$ cat config.mk
export PLATFORM = sky130hd
export DESIGN_NAME = one_pulse_gen
export DESIGN_NICKNAME = d
export VERILOG_FILES = /design/src/rtl/opg_pkg.sv /design/src/rtl/opg_trig_sync.sv /design/src/rtl/opg_counter.sv /design/src/rtl/opg_ctrl_fsm.sv /design/src/rtl/opg_out_stage.sv /design/src/rtl/one_pulse_gen.sv
export SDC_FILE = /design/constraint.sdc
export NUM_CORES = 1
export LEC_CHECK = 0
export BUFFER_PORTS_ARGS = -buffer_cell sky130_fd_sc_hd__buf_2
export CORE_ASPECT_RATIO = 0.5
export CORE_MARGIN = 4
export CORE_UTILIZATION = 35
export CTS_CLUSTER_DIAMETER = 30
export DETAILED_ROUTE_END_ITERATION = 10
export HOLD_SLACK_MARGIN = 0.03
export SLEW_MARGIN = 20
export SYNTH_ARGS = -nofsm -noshare
export SYNTH_HDL_FRONTEND = slang
export SYNTH_SLANG_ARGS = --single-unit
export TNS_END_PERCENT = 1
$ cat constraint.sdc
create_clock -name clk -period 2.07 [get_ports clk]
set_clock_uncertainty 0.05 [all_clocks]
set_input_delay 0.1035 -clock clk [delete_from_list [all_inputs] [get_ports clk]]
set_output_delay 0.1035 -clock clk [all_outputs]
set_load 0.01 [all_outputs]
$ cat src/rtl/opg_pkg.sv
package opg_pkg;

    typedef enum logic [1:0] {
        OUT_LOW   = 2'b00,
        OUT_HIGH  = 2'b01,
        OUT_EARLY = 2'b10,
        OUT_DELAY = 2'b11
    } out_mode_e;

    typedef enum logic [0:0] {
        ST_IDLE = 1'b0,
        ST_RUN  = 1'b1
    } run_state_e;

endpackage

$ cat src/rtl/opg_trig_sync.sv
module opg_trig_sync #(
    parameter int STAGES = 2
) (
    input  logic clk,
    input  logic rst_n,
    input  logic trig_in,
    output logic rise_o
);
    logic [STAGES-1:0] chain_q;
    logic              prev_q;

    generate
        for (genvar g = 0; g < STAGES; g++) begin : g_stage
            if (g == 0) begin : g_first
                always_ff @(posedge clk or negedge rst_n) begin
                    if (!rst_n) chain_q[0] <= 1'b0;
                    else        chain_q[0] <= trig_in;
                end
            end else begin : g_next
                always_ff @(posedge clk or negedge rst_n) begin
                    if (!rst_n) chain_q[g] <= 1'b0;
                    else        chain_q[g] <= chain_q[g-1];
                end
            end
        end
    endgenerate

    always_ff @(posedge clk or negedge rst_n) begin
        if (!rst_n) prev_q <= 1'b0;
        else        prev_q <= chain_q[STAGES-1];
    end

    assign rise_o = chain_q[STAGES-1] & ~prev_q;
endmodule

$ cat src/rtl/opg_counter.sv
module opg_counter #(
    parameter int CNT_W = 16
) (
    input  logic             clk,
    input  logic             rst_n,
    input  logic             clear,
    input  logic             count_en,
    input  logic [CNT_W-1:0] period,
    output logic [CNT_W-1:0] cnt,
    output logic             at_top
);
    localparam logic [CNT_W-1:0] ONE = {{(CNT_W-1){1'b0}}, 1'b1};

    logic [CNT_W-1:0] cnt_q;

    assign at_top = (cnt_q == period);

    always_ff @(posedge clk or negedge rst_n) begin
        if (!rst_n)        cnt_q <= '0;
        else if (clear)    cnt_q <= '0;
        else if (count_en) cnt_q <= at_top ? '0 : cnt_q + ONE;
    end

    assign cnt = cnt_q;
endmodule

$ cat src/rtl/opg_ctrl_fsm.sv
module opg_ctrl_fsm
    import opg_pkg::*;
(
    input  logic clk,
    input  logic rst_n,
    input  logic rise_i,
    input  logic at_top,
    input  logic one_shot,
    output logic running,
    output logic count_en,
    output logic clear,
    output logic start,
    output logic update_evt
);
    run_state_e state_q, state_d;
    logic       upd_q;
    logic       wrap;

    // state register
    always_ff @(posedge clk or negedge rst_n) begin
        if (!rst_n) state_q <= ST_IDLE;
        else        state_q <= state_d;
    end

    // transitions: T_START, T_WRAP, T_STOP
    always_comb begin
        state_d = state_q;
        unique case (state_q)
            ST_IDLE: if (rise_i) state_d = ST_RUN;
            ST_RUN:  if (at_top && one_shot) state_d = ST_IDLE;
            default: state_d = ST_IDLE;
        endcase
    end

    // outputs
    always_comb begin
        running  = 1'b0;
        count_en = 1'b0;
        clear    = 1'b0;
        start    = 1'b0;
        wrap     = 1'b0;
        unique case (state_q)
            ST_IDLE: begin
                clear = 1'b1;
                start = rise_i;
            end
            ST_RUN: begin
                running  = 1'b1;
                count_en = 1'b1;
                wrap     = at_top;
            end
            default: clear = 1'b1;
        endcase
    end

    always_ff @(posedge clk or negedge rst_n) begin
        if (!rst_n) upd_q <= 1'b0;
        else        upd_q <= wrap;
    end

    assign update_evt = upd_q;
endmodule

$ cat src/rtl/opg_out_stage.sv
module opg_out_stage
    import opg_pkg::*;
#(
    parameter int CNT_W = 16
) (
    input  logic [1:0]       mode_sel,
    input  logic             fast_en,
    input  logic             running,
    input  logic             start,
    input  logic [CNT_W-1:0] cnt,
    input  logic [CNT_W-1:0] compare,
    input  logic [CNT_W-1:0] period,
    output logic             pulse_out
);
    out_mode_e mode;
    logic      below_cmp;
    logic      below_top;
    logic      in_window;

    assign mode      = out_mode_e'(mode_sel);
    assign below_cmp = (cnt < compare);
    assign below_top = (cnt < period);
    assign in_window = (compare != '0) && !below_cmp && below_top;

    always_comb begin
        unique case (mode)
            OUT_LOW:   pulse_out = 1'b0;
            OUT_HIGH:  pulse_out = 1'b1;
            OUT_EARLY: pulse_out = fast_en ? 1'b0 : (running && below_cmp);
            OUT_DELAY: pulse_out = fast_en ? (start || (running && below_top))
                                           : (running && in_window);
            default:   pulse_out = 1'b0;
        endcase
    end
endmodule

$ cat src/rtl/one_pulse_gen.sv
module one_pulse_gen #(
    parameter int CNT_W       = 16,
    parameter int SYNC_STAGES = 2
) (
    input  logic             clk,
    input  logic             rst_n,
    input  logic             trig_in,
    input  logic [CNT_W-1:0] period,
    input  logic [CNT_W-1:0] compare,
    input  logic [1:0]       mode_sel,
    input  logic             one_pulse_en,
    input  logic             fast_en,
    output logic             pulse_out,
    output logic             running,
    output logic             update_evt
);
    logic             rise;
    logic             at_top;
    logic             count_en;
    logic             clear;
    logic             start_pulse;
    logic [CNT_W-1:0] cnt_q;

    opg_trig_sync #(.STAGES(SYNC_STAGES)) u_sync (
        .clk    (clk),
        .rst_n  (rst_n),
        .trig_in(trig_in),
        .rise_o (rise)
    );

    opg_ctrl_fsm u_fsm (
        .clk       (clk),
        .rst_n     (rst_n),
        .rise_i    (rise),
        .at_top    (at_top),
        .one_shot  (one_pulse_en),
        .running   (running),
        .count_en  (count_en),
        .clear     (clear),
        .start     (start_pulse),
        .update_evt(update_evt)
    );

    opg_counter #(.CNT_W(CNT_W)) u_cnt (
        .clk     (clk),
        .rst_n   (rst_n),
        .clear   (clear),
        .count_en(count_en),
        .period  (period),
        .cnt     (cnt_q),
        .at_top  (at_top)
    );

    opg_out_stage #(.CNT_W(CNT_W)) u_out (
        .mode_sel (mode_sel),
        .fast_en  (fast_en),
        .running  (running),
        .start    (start_pulse),
        .cnt      (cnt_q),
        .compare  (compare),
        .period   (period),
        .pulse_out(pulse_out)
    );
endmodule

==> flow_summary.json, run 1 <==
{
  "antenna_cells": 0,
  "core-area_um2": 4590,
  "cts_buffers": 3,
  "hold_viol": 0,
  "clock_sinks": 21,
  "status": "finished with violations",
  "ios": 42,
  "powerDensity_nw_per_um2": 594,
  "ys.flop_type": "dfrtp_1",
  "grt_setup_unrepaired": "true",
  "drive_gt1_frac": 0.314,
  "synth.area.mux_share": 0,
  "synth_top_family_by_area": "adder cells",
  "cp.arrival_ns": 2.16,
  "rows": 17,
  "routed_wl_mm": 4.62,
  "antenna_found_initial": 0,
  "cts-root-buf": "clkbuf_8",
  "holdCritPathClass": "in2reg",
  "p_leak_nw": 1.27,
  "required_ns": 1.92,
  "die_area_um2": 6220,
  "grt_usage": 0.159,
  "first_pass_iters": 4,
  "end_kind": "primary output",
  "layout_min_cycle_time_ns": 2.31,
  "dieHeight_um": 57.8,
  "finalMaxSlewViolations": 0,
  "vias_per_cell": 4.99,
  "grtUsageMet1": 0.208,
  "r2r_start": "u_cnt.cnt[15]$_DFF_PN0_",
  "start_util": 0.378,
  "yosysSeqAreaShare": 0.303,
  "grt.overflow.total": 0,
  "synth_edf_count": 0,
  "post-route-util": 0.505,
  "min_from": "one_pulse_en",
  "setup-violations-final": 1,
  "synthAdderAreaFrac": 0.231,
  "gp_congestion": 0.869,
  "yosys_warnings": 0,
  "yosys.area_share.simple": 0.205,
  "slew_headroom": 0.682,
  "grt_max_degree": 22,
  "fp.dieW_um": 108,
  "cts_tree": "done",
  "cp_max_fo": 3,
  "synth_cell_types": 37,
  "fmax_mhz": 433,
  "synthTopCellsByCount": "ha_1 (32), inv_1 (32), dfrtp_1 (21)",
  "synth_compound_area_frac": 0.125,
  "syn-num-nets": 273,
  "use_met2": 0.277,
  "vias": 1683,
  "port_buffers": 41,
  "grt_pass1_vias": 1726,
  "synth-xor-area-share": 0.0606,
  "grt.met3_usage": 0.0356,
  "cp-startpoint": "u_cnt.cnt[5]$_DFF_PN0_",
  "path_class": "reg2out",
  "drt-wirelength-per-cell_um": 13.7,
  "ys_async_sr_fraction": 1.00,
  "peakVddDrop_uv": 320,
  "synth_top_cells_by_area": "dfrtp_1 (30%), ha_1 (23%), inv_1 (6.9%)",
  "clk_pin_slew_ns": 0.07,
  "fillCellCount": 463,
  "yosysTopAreaCell": "dfrtp_1",
  "ant_nets": 0,
  "fin_crit_sh": 1.12,
  "clock_path_buffers": 2,
  "cp-start-kind": "flip-flop",
  "synth.top_cell.area_share": 0.303,
  "worstMarginPinSlew_ns": 0.477,
  "worstSkewPairLatency_ns": 0.26,
  "drv_cap": 0,
  "postPlaceCellArea_um2": 2190,
  "syn_area_um2": 1740,
  "ctsHtreeMaxLevel": 1,
  "violations": "negative setup slack",
  "postSynthAreaPerCell_um2": 8.59,
  "grt.busiest_layer": "met2",
  "ys_seq_elements": 21,
  "drc": 0,
  "grt_pass1_wl_mm": 7.84,
  "area_growth_pct": 33.6,
  "netlist_instances": 202,
  "final_net_count": 343,
  "fin_area_um2": 2320,
  "drt_iter0_markers": 47,
  "hpwl_mm": 3.90,
  "setup_slack_ns": -0.242
}
-- critical path: stages, from the launching register on --
cell and delay (ns):
dfrtp_1 0.42, ha_1 0.32, a21oi_1 0.08, o21ai_2 0.18, a41oi_1 0.09, o31ai_2 0.33, nor3_1 0.08, a221o_1 0.25
buf_2 0.14
-- worst paths after layout --
path                                          endpoint  slack [ns]  cells after the start
setup / recovery                             pulse_out       -0.24                      8
hold / removal                 u_fsm.state_q$_DFF_PN0_        0.06                      4
setup reg to reg                u_cnt.cnt[5]$_DFF_PN0_        0.02                      8
hold reg to reg            u_sync.chain_q[1]$_DFF_PN0_        0.30                      0
max in group asynchronous       u_cnt.cnt[7]$_DFF_PN0_        1.33                      2
min in group asynchronous      u_cnt.cnt[12]$_DFF_PN0_        0.28                      2
-- layout by cell type (no fill, tap or decap), types with 2 or more instances in the layout --
master / count
buf_2: 41
inv_1: 32
ha_1: 30
buf_4: 24
dfrtp_1: 20
nor2_1: 18
nand2_1: 14
a21oi_1: 11
nand4_1: 8
xor2_1: 8
nand3_1: 6
nand2b_1: 4
o21ai_0: 4
nor4_1: 4
xnor2_1: 4
o21ai_2: 3
clkbuf_8: 3
nor2b_1: 2
a21oi_2: 2
nor3_1: 2
and3_1: 2
or3_1: 2
and2_1: 2
ha_4: 2
dlygate4sd3_1: 2
-- where the power goes --
part	leakage [nW]	internal (mW)	total (mW)	switching, mW
Clock	0.0228	0.137	0.269	0.132
Combinational	0.986	0.286	0.590	0.304
Sequential	0.266	0.467	0.517	0.0506
-- per-layer routing --
| metal | up-vias | share of wire | routed length, um |
|---|---|---|---|
| li1 | 842 | - | - |
| met3 | 9 | 0.040 | 187 |
| met2 | 26 | 0.49 | 2270 |
| met5 | - | 0 | 0 |
| met4 | 0 | 0.016 | 74 |
| met1 | 806 | 0.45 | 2090 |
-- registers in the layout, indices dropped and copies added, names as in the netlist --
signal / flops
u_fsm.update_evt: 1
u_sync.prev_q: 1
u_fsm.state_q: 1
u_cnt.cnt: 16
u_sync.chain_q: 2
-- stage by stage --
step	hold slack (ns)	total power, mW	setup WS, ns	instances	TNS [ns]
floorplan	-0.242	0.825	0.157	202	0
CTS	0.0636	1.38	-0.257	336	-0.257
detailed placement	0.0424	1.08	-0.205	331	-0.211
global route	0.0810	1.49	-0.367	337	-2.50
finish	0.0642	1.38	-0.242	337	-0.242
global placement	0.0395	1.05	-0.0838	331	-0.0838
-- cell type report --
cell class / count / area, um^2 / area share
flip-flops and latches: 21 / 527 / 0.227
inverters: 32 / 120 / 0.0518
clock buffers: 4 / 45.0 / 0.0194
repair buffers: 67 / 405 / 0.175
well taps: 66 / 82.6 / 0.0356
multi-input cells: 147 / 1140 / 0.491
-- repair_timing --
action,in CTS,in global routing
buffers inserted,0,1
resized for setup,7,9
pin swaps,3,4
hold buffers,2,0
setup endpoints to repair,16,17
endpoints found under the hold margin,22,0
-- cell families after synthesis --
family | Yosys count
and+or+nand+nor | 70
DFF | 21
buffers and inverters | 34
AOI/OAI and AO/OA | 33
xor gates and xnor gates | 12
adders and majority gates | 32
No activity file was read; power rests on OpenSTA's default activity.
==> run 2: changes to the inputs <==
--- a/config.mk
+++ b/config.mk
@@ -8,7 +8,7 @@
 export BUFFER_PORTS_ARGS = -buffer_cell sky130_fd_sc_hd__buf_2
 export CORE_ASPECT_RATIO = 0.5
 export CORE_MARGIN = 4
-export CORE_UTILIZATION = 35
+export CORE_UTILIZATION = 40
 export CTS_CLUSTER_DIAMETER = 30
 export DETAILED_ROUTE_END_ITERATION = 10
 export HOLD_SLACK_MARGIN = 0.03
==> constraint.sdc (replaced) <==
create_clock -name clk -period 2.7 [get_ports clk]
set_clock_uncertainty 0.05 [all_clocks]
set_input_delay 0.135 -clock clk [delete_from_list [all_inputs] [get_ports clk]]
set_output_delay 0.135 -clock clk [all_outputs]
set_load 0.01 [all_outputs]
==> run 2 against run 1 <==
The run now ends clean. Die area decreased by 11%. Core utilization increased by 0.87 points. Total power down 31%. Critical path depth unchanged. Clock power down 26%. Cell count fell by 10%. Non-clock buffer count down 22. Register-to-register slack better by 0.71 ns. Largest power group is now sequential cells.
==> flow_summary.json, run 2 (same netlist as run 1, synthesis figures left out) <==
{
  "status": "finished clean",
  "whs_path_depth": 4,
  "drive_gt1_frac": 0.209,
  "drc": 0,
  "p_leak_nw": 1.16,
  "end_kind": "primary output",
  "ctsHtreeMaxLevel": 1,
  "ios": 42,
  "ant_nets": 0,
  "clock_sinks": 21,
  "cp-start-kind": "flip-flop",
  "dieHeight_um": 54.6,
  "hold_viol": 0,
  "drt-met1-wl_mm": 2.05,
  "path_class": "reg2out",
  "r2r_end": "u_cnt.cnt[5]$_DFF_PN0_",
  "met2_length_mm": 1.77,
  "area_growth_pct": 19.6,
  "fin_crit_sh": 0.910,
  "grt_pass1_wl_mm": 7.04,
  "rows": 16,
  "cp_max_fo": 5,
  "clk_pin_slew_ns": 0.07,
  "tns_ns": 0,
  "vias": 1538,
  "antenna_cells": 0,
  "first_pass_iters": 4,
  "cts_setup_buffers": 0,
  "total_power_mw": 0.949,
  "cts-root-buf": "clkbuf_8",
  "largest_reg_flops": 16,
  "drt_iter0_markers": 47,
  "mostFrequentLayoutCell": "buf_2",
  "reg2reg_depth": 6,
  "peakVddDrop_uv": 262,
  "cts_buffers": 3,
  "vias_per_cell": 5.08,
  "worstSkewPairLatency_ns": 0.25,
  "core-area_um2": 4040,
  "slew_headroom": 0.685,
  "cpPeakStageDelay_ns": 0.44,
  "start_util": 0.429,
  "r2r_start": "u_cnt.cnt[14]$_DFF_PN0_",
  "die_area_um2": 5520,
  "min_from": "one_pulse_en",
  "required_ns": 2.52,
  "r2r_slack_ns": 0.73,
  "worstHoldEndpoint": "u_fsm.state_q$_DFF_PN0_",
  "grt.overflow.total": 0,
  "path_buf_inv": 1,
  "post_cts_resized": 0,
  "cp.arrival_ns": 2.27,
  "cts_tree": "done",
  "layout_min_cycle_time_ns": 2.46,
  "fp.dieW_um": 101,
  "fmax_mhz": 407,
  "crit_family": "compound AO/OA/AOI/OAI gates",
  "clock_path_buffers": 2,
  "routed_wl_mm": 4.10,
  "cp-startpoint": "u_cnt.cnt[7]$_DFF_PN0_",
  "grt_pass1_vias": 1529,
  "final_net_count": 321,
  "final_cell_mix": "buf_2 (41), inv_1 (32), ha_1 (32), dfrtp_1 (21), nor2_1 (18)",
  "worstMarginPinSlew_ns": 0.472,
  "top_layer": "met4",
  "gp_congestion": 0.778,
  "postCtsHoldBufs": 2,
  "powerDensity_nw_per_um2": 457,
  "hpwl_mm": 3.49,
  "crit_chain": "ha_1, nand2_1, o21ai_0, a41oi_1, o31ai_1, nor3_1, a221o_1, buf_2",
  "met3WireLength_um": 211,
  "setup-violations-final": 0,
  "slowest_stage": "dfrtp_1",
  "antenna_found_initial": 0,
  "holdCritPathClass": "in2reg",
  "drv_cap": 0,
  "drt-wirelength-per-cell_um": 13.5,
  "whs_ns": 0.115,
  "finalMaxSlewViolations": 0,
  "grt_setup_unrepaired": "false",
  "port_buffers": 41,
  "grt_max_degree": 22,
  "grt_usage": 0.168
}
-- run 2: changes by cell type in the layout (fill, tap and decap cells not counted), moves of 2 or more --
cell	delta
a21oi_1	+2
a21oi_2	-2
buf_4	-22
ha_1	+2
ha_4	-2
o21ai_0	+4
o21ai_2	-3
-- run 2: per-stage QoR --
| stage | cell area, um^2 | setup WS [ns] | cells | util |
|---|---|---|---|---|
| after floorplan | 1740 | 0.756 | 202 | - |
| after global placement | 2010 | 0.536 | 297 | 0.497 |
| after detailed placement | 2010 | 0.544 | 297 | 0.497 |
| after CTS | 2080 | 0.241 | 303 | 0.513 |
| after global routing | 2080 | 0.0354 | 303 | 0.513 |
| final | 2080 | 0.242 | 303 | 0.513 |
-- run 2: tightest hold or removal path, stage by stage --
cell     delay, ns
buf_2         0.07
nand2_1       0.04
nand2_1       0.05
o21ai_0       0.07
-- run 2: final cells by class --
type / instances / area, um^2
fillers: 403 / 1970
multi-input cells: 147 / 1080
flip-flops and latches: 21 / 526
repair buffers: 45 / 240
inverters: 32 / 120
well taps: 54 / 67.6
clock buffers: 4 / 45.0
-- run 2: how the worst max path moves through the flow --
| stage | cells after the start | to |
|---|---|---|
| after floorplan | 6 | pulse_out |
| after global placement | 7 | pulse_out |
| after detailed placement | 8 | pulse_out |
| after CTS | 8 | pulse_out |
| after global routing | 8 | pulse_out |
| final | 8 | pulse_out |
-- run 2: power breakdown --
part | total (mW) | internal [mW] | switching (mW)
Clock | 0.198 | 0.105 | 0.0932
Sequential | 0.430 | 0.357 | 0.0731
Combinational | 0.321 | 0.156 | 0.164
Total | 0.949 | 0.618 | 0.331
-- run 2: layer usage --
layer  vias to the layer above  global-route usage
met5                         -                   0
met4                         0              0.0375
met3                         6              0.0318
met2                        38               0.280
met1                       699               0.229
li1                        795                   -
==> run 3: changes to the inputs <==
--- a/config.mk
+++ b/config.mk
@@ -9,6 +9,7 @@
 export CORE_ASPECT_RATIO = 0.5
 export CORE_MARGIN = 4
 export CORE_UTILIZATION = 40
+export CTS_BUF_LIST = sky130_fd_sc_hd__clkbuf_4
 export CTS_CLUSTER_DIAMETER = 30
 export DETAILED_ROUTE_END_ITERATION = 10
 export HOLD_SLACK_MARGIN = 0.03
==> run 3 against run 2 <==
Global-route usage up 0.20 points. Sequential share of layout area increased by 0.18 points. Non-clock buffer count unchanged. Via count grew 0.59%. Register-to-register slack about the same. Setup slack lost 0.049 ns. Hold slack worse by 0.063 ns. Routed wire length hardly changed. Total power shrank 3.8%. Largest cell class unchanged.
==> flow_summary.json, run 3 (same netlist as run 1, synthesis figures left out) <==
{
  "peakVddDrop_uv": 279,
  "grt_pass1_wl_mm": 7.07,
  "grt_setup_unrepaired": "false",
  "placedCellCount": 297,
  "ios": 42,
  "multiInputGateArea_um2": 1080,
  "cp-start-kind": "flip-flop",
  "ant_nets": 0,
  "pwr-share-comb": 0.354,
  "start_util": 0.429,
  "clock_path_buffers": 2,
  "finalMaxSlewViolations": 0,
  "drive_gt1_frac": 0.213,
  "use_met2": 0.279,
  "power_frac_clock": 0.176,
  "end_kind": "primary output",
  "switchingPower_mw": 0.331,
  "cts_buffers": 3,
  "sequentialPowerShare": 0.471,
  "tns_ns": 0,
  "dpl_worst_slack_ns": 0.544,
  "cts_setup_buffers": 0,
  "clock_sinks": 21,
  "required_ns": 2.52,
  "post-route-util": 0.510,
  "fin_area_um2": 2060,
  "cp.arrival_ns": 2.32,
  "grt.overflow.total": 0,
  "drc": 0,
  "worstMarginPinSlew_ns": 0.469,
  "p_int_mw": 0.581,
  "gp_congestion": 0.778,
  "area_growth_pct": 18.7,
  "die_area_um2": 5520,
  "vias_per_cell": 5.11,
  "path_class": "reg2out",
  "drv_cap": 0,
  "routed_wl_mm": 4.11,
  "fp.dieW_um": 101,
  "total_power_mw": 0.913,
  "antenna_cells": 0,
  "first_pass_iters": 4,
  "instances_no_fill": 303,
  "regArea_um2": 526,
  "final_cell_mix": "buf_2 (41), inv_1 (32), ha_1 (32), dfrtp_1 (21), nor2_1 (18)",
  "slew_headroom": 0.687,
  "cp-startpoint": "u_cnt.cnt[1]$_DFF_PN0_",
  "grt.busiest_layer": "met2",
  "postPlaceCellArea_um2": 2010,
  "grt.met3_usage": 0.0356,
  "fillCellCount": 403,
  "powerDensity_nw_per_um2": 443,
  "port_buffers": 41,
  "clk_pin_slew_ns": 0.11,
  "min_from": "one_pulse_en",
  "p_leak_nw": 1.16,
  "layout_min_cycle_time_ns": 2.51,
  "drt-wirelength-per-cell_um": 13.5,
  "setup-violations-final": 0,
  "holdCritPathClass": "in2reg",
  "worstSkewPairLatency_ns": 0.31,
  "ctsHtreeMaxLevel": 1,
  "vias": 1547,
  "core-area_um2": 4040,
  "hold_viol": 0,
  "status": "finished clean",
  "drt_iter0_markers": 45,
  "final_net_count": 321,
  "fmax_mhz": 399,
  "grtUsageMet1": 0.230,
  "grt_pass1_vias": 1534,
  "fin_crit_sh": 0.928,
  "cts-root-buf": "clkbuf_4",
  "grt_max_degree": 22,
  "cp_max_fo": 6,
  "cts_tree": "done",
  "largest_reg_flops": 16,
  "mostFrequentLayoutCell": "buf_2",
  "r2r_start": "u_cnt.cnt[14]$_DFF_PN0_",
  "p_sw_frac": 0.363,
  "grt_usage": 0.170,
  "setup_slack_ns": 0.193,
  "antenna_found_initial": 0,
  "dieHeight_um": 54.6,
  "whs_ns": 0.0514,
  "hpwl_mm": 3.49,
  "rows": 16
}
-- run 3: changes by cell type in the layout (fill, tap and decap cells not counted) --
cell | before | now
clkbuf_1 | 1 | 0
clkbuf_4 | 0 | 4
clkbuf_8 | 3 | 0
o21ai_0 | 8 | 7
o21ai_1 | 0 | 1
-- run 3: worst max-delay path, stage by stage, from the launching register on --
cell,delay (ns)
dfrtp_1,0.48
ha_1,0.33
nor2b_1,0.14
o211ai_1,0.12
a2111oi_0,0.42
nor4_1,0.10
a221o_1,0.30
buf_2,0.14
-- run 3: path summary, 6_finish.rpt --
| kind | end | depth (start not counted) | slack, ns |
|---|---|---|---|
| max | pulse_out | 7 | 0.19 |
| max reg2reg | u_cnt.cnt[5]$_DFF_PN0_ | 6 | 0.73 |
| min in group asynchronous | u_cnt.cnt[15]$_DFF_PN0_ | 2 | 0.25 |
| min reg2reg | u_sync.chain_q[1]$_DFF_PN0_ | 0 | 0.32 |
| min | u_fsm.state_q$_DFF_PN0_ | 4 | 0.05 |
| max in group asynchronous | u_sync.chain_q[0]$_DFF_PN0_ | 2 | 2.03 |
-- run 3: routing by layer --
metal | vias up | wire, um
li1 | 795 | -
met1 | 706 | 2020
met2 | 37 | 1770
met3 | 9 | 238
met4 | 0 | 80
met5 | - | 0
-- run 3: area by class of cell --
cell class / instances / share of cell area
clock buffers: 4 / 0.0146
repair buffers: 45 / 0.117
well taps: 54 / 0.0328
multi-input cells: 147 / 0.523
flip-flops and latches: 21 / 0.255
inverters: 32 / 0.0583
-- run 3: power by group through the flow --
| stage | registers, mW | logic (mW) | clock network (mW) |
|---|---|---|---|
| 2_1_floorplan | 0.411 | 0.222 | 0 |
| 3_3_place_gp | 0.429 | 0.308 | 0 |
| 3_5_place_dp | 0.437 | 0.313 | 0 |
| 4_1_cts | 0.430 | 0.321 | 0.164 |
| 5_1_grt | 0.439 | 0.377 | 0.183 |
| 6_report | 0.430 | 0.323 | 0.160 |
-- run 3: timing repair --
action,CTS,global route
hold endpoints to repair,22,0
resized for setup,0,1
hold buffers,2,0
setup endpoints to repair,0,1
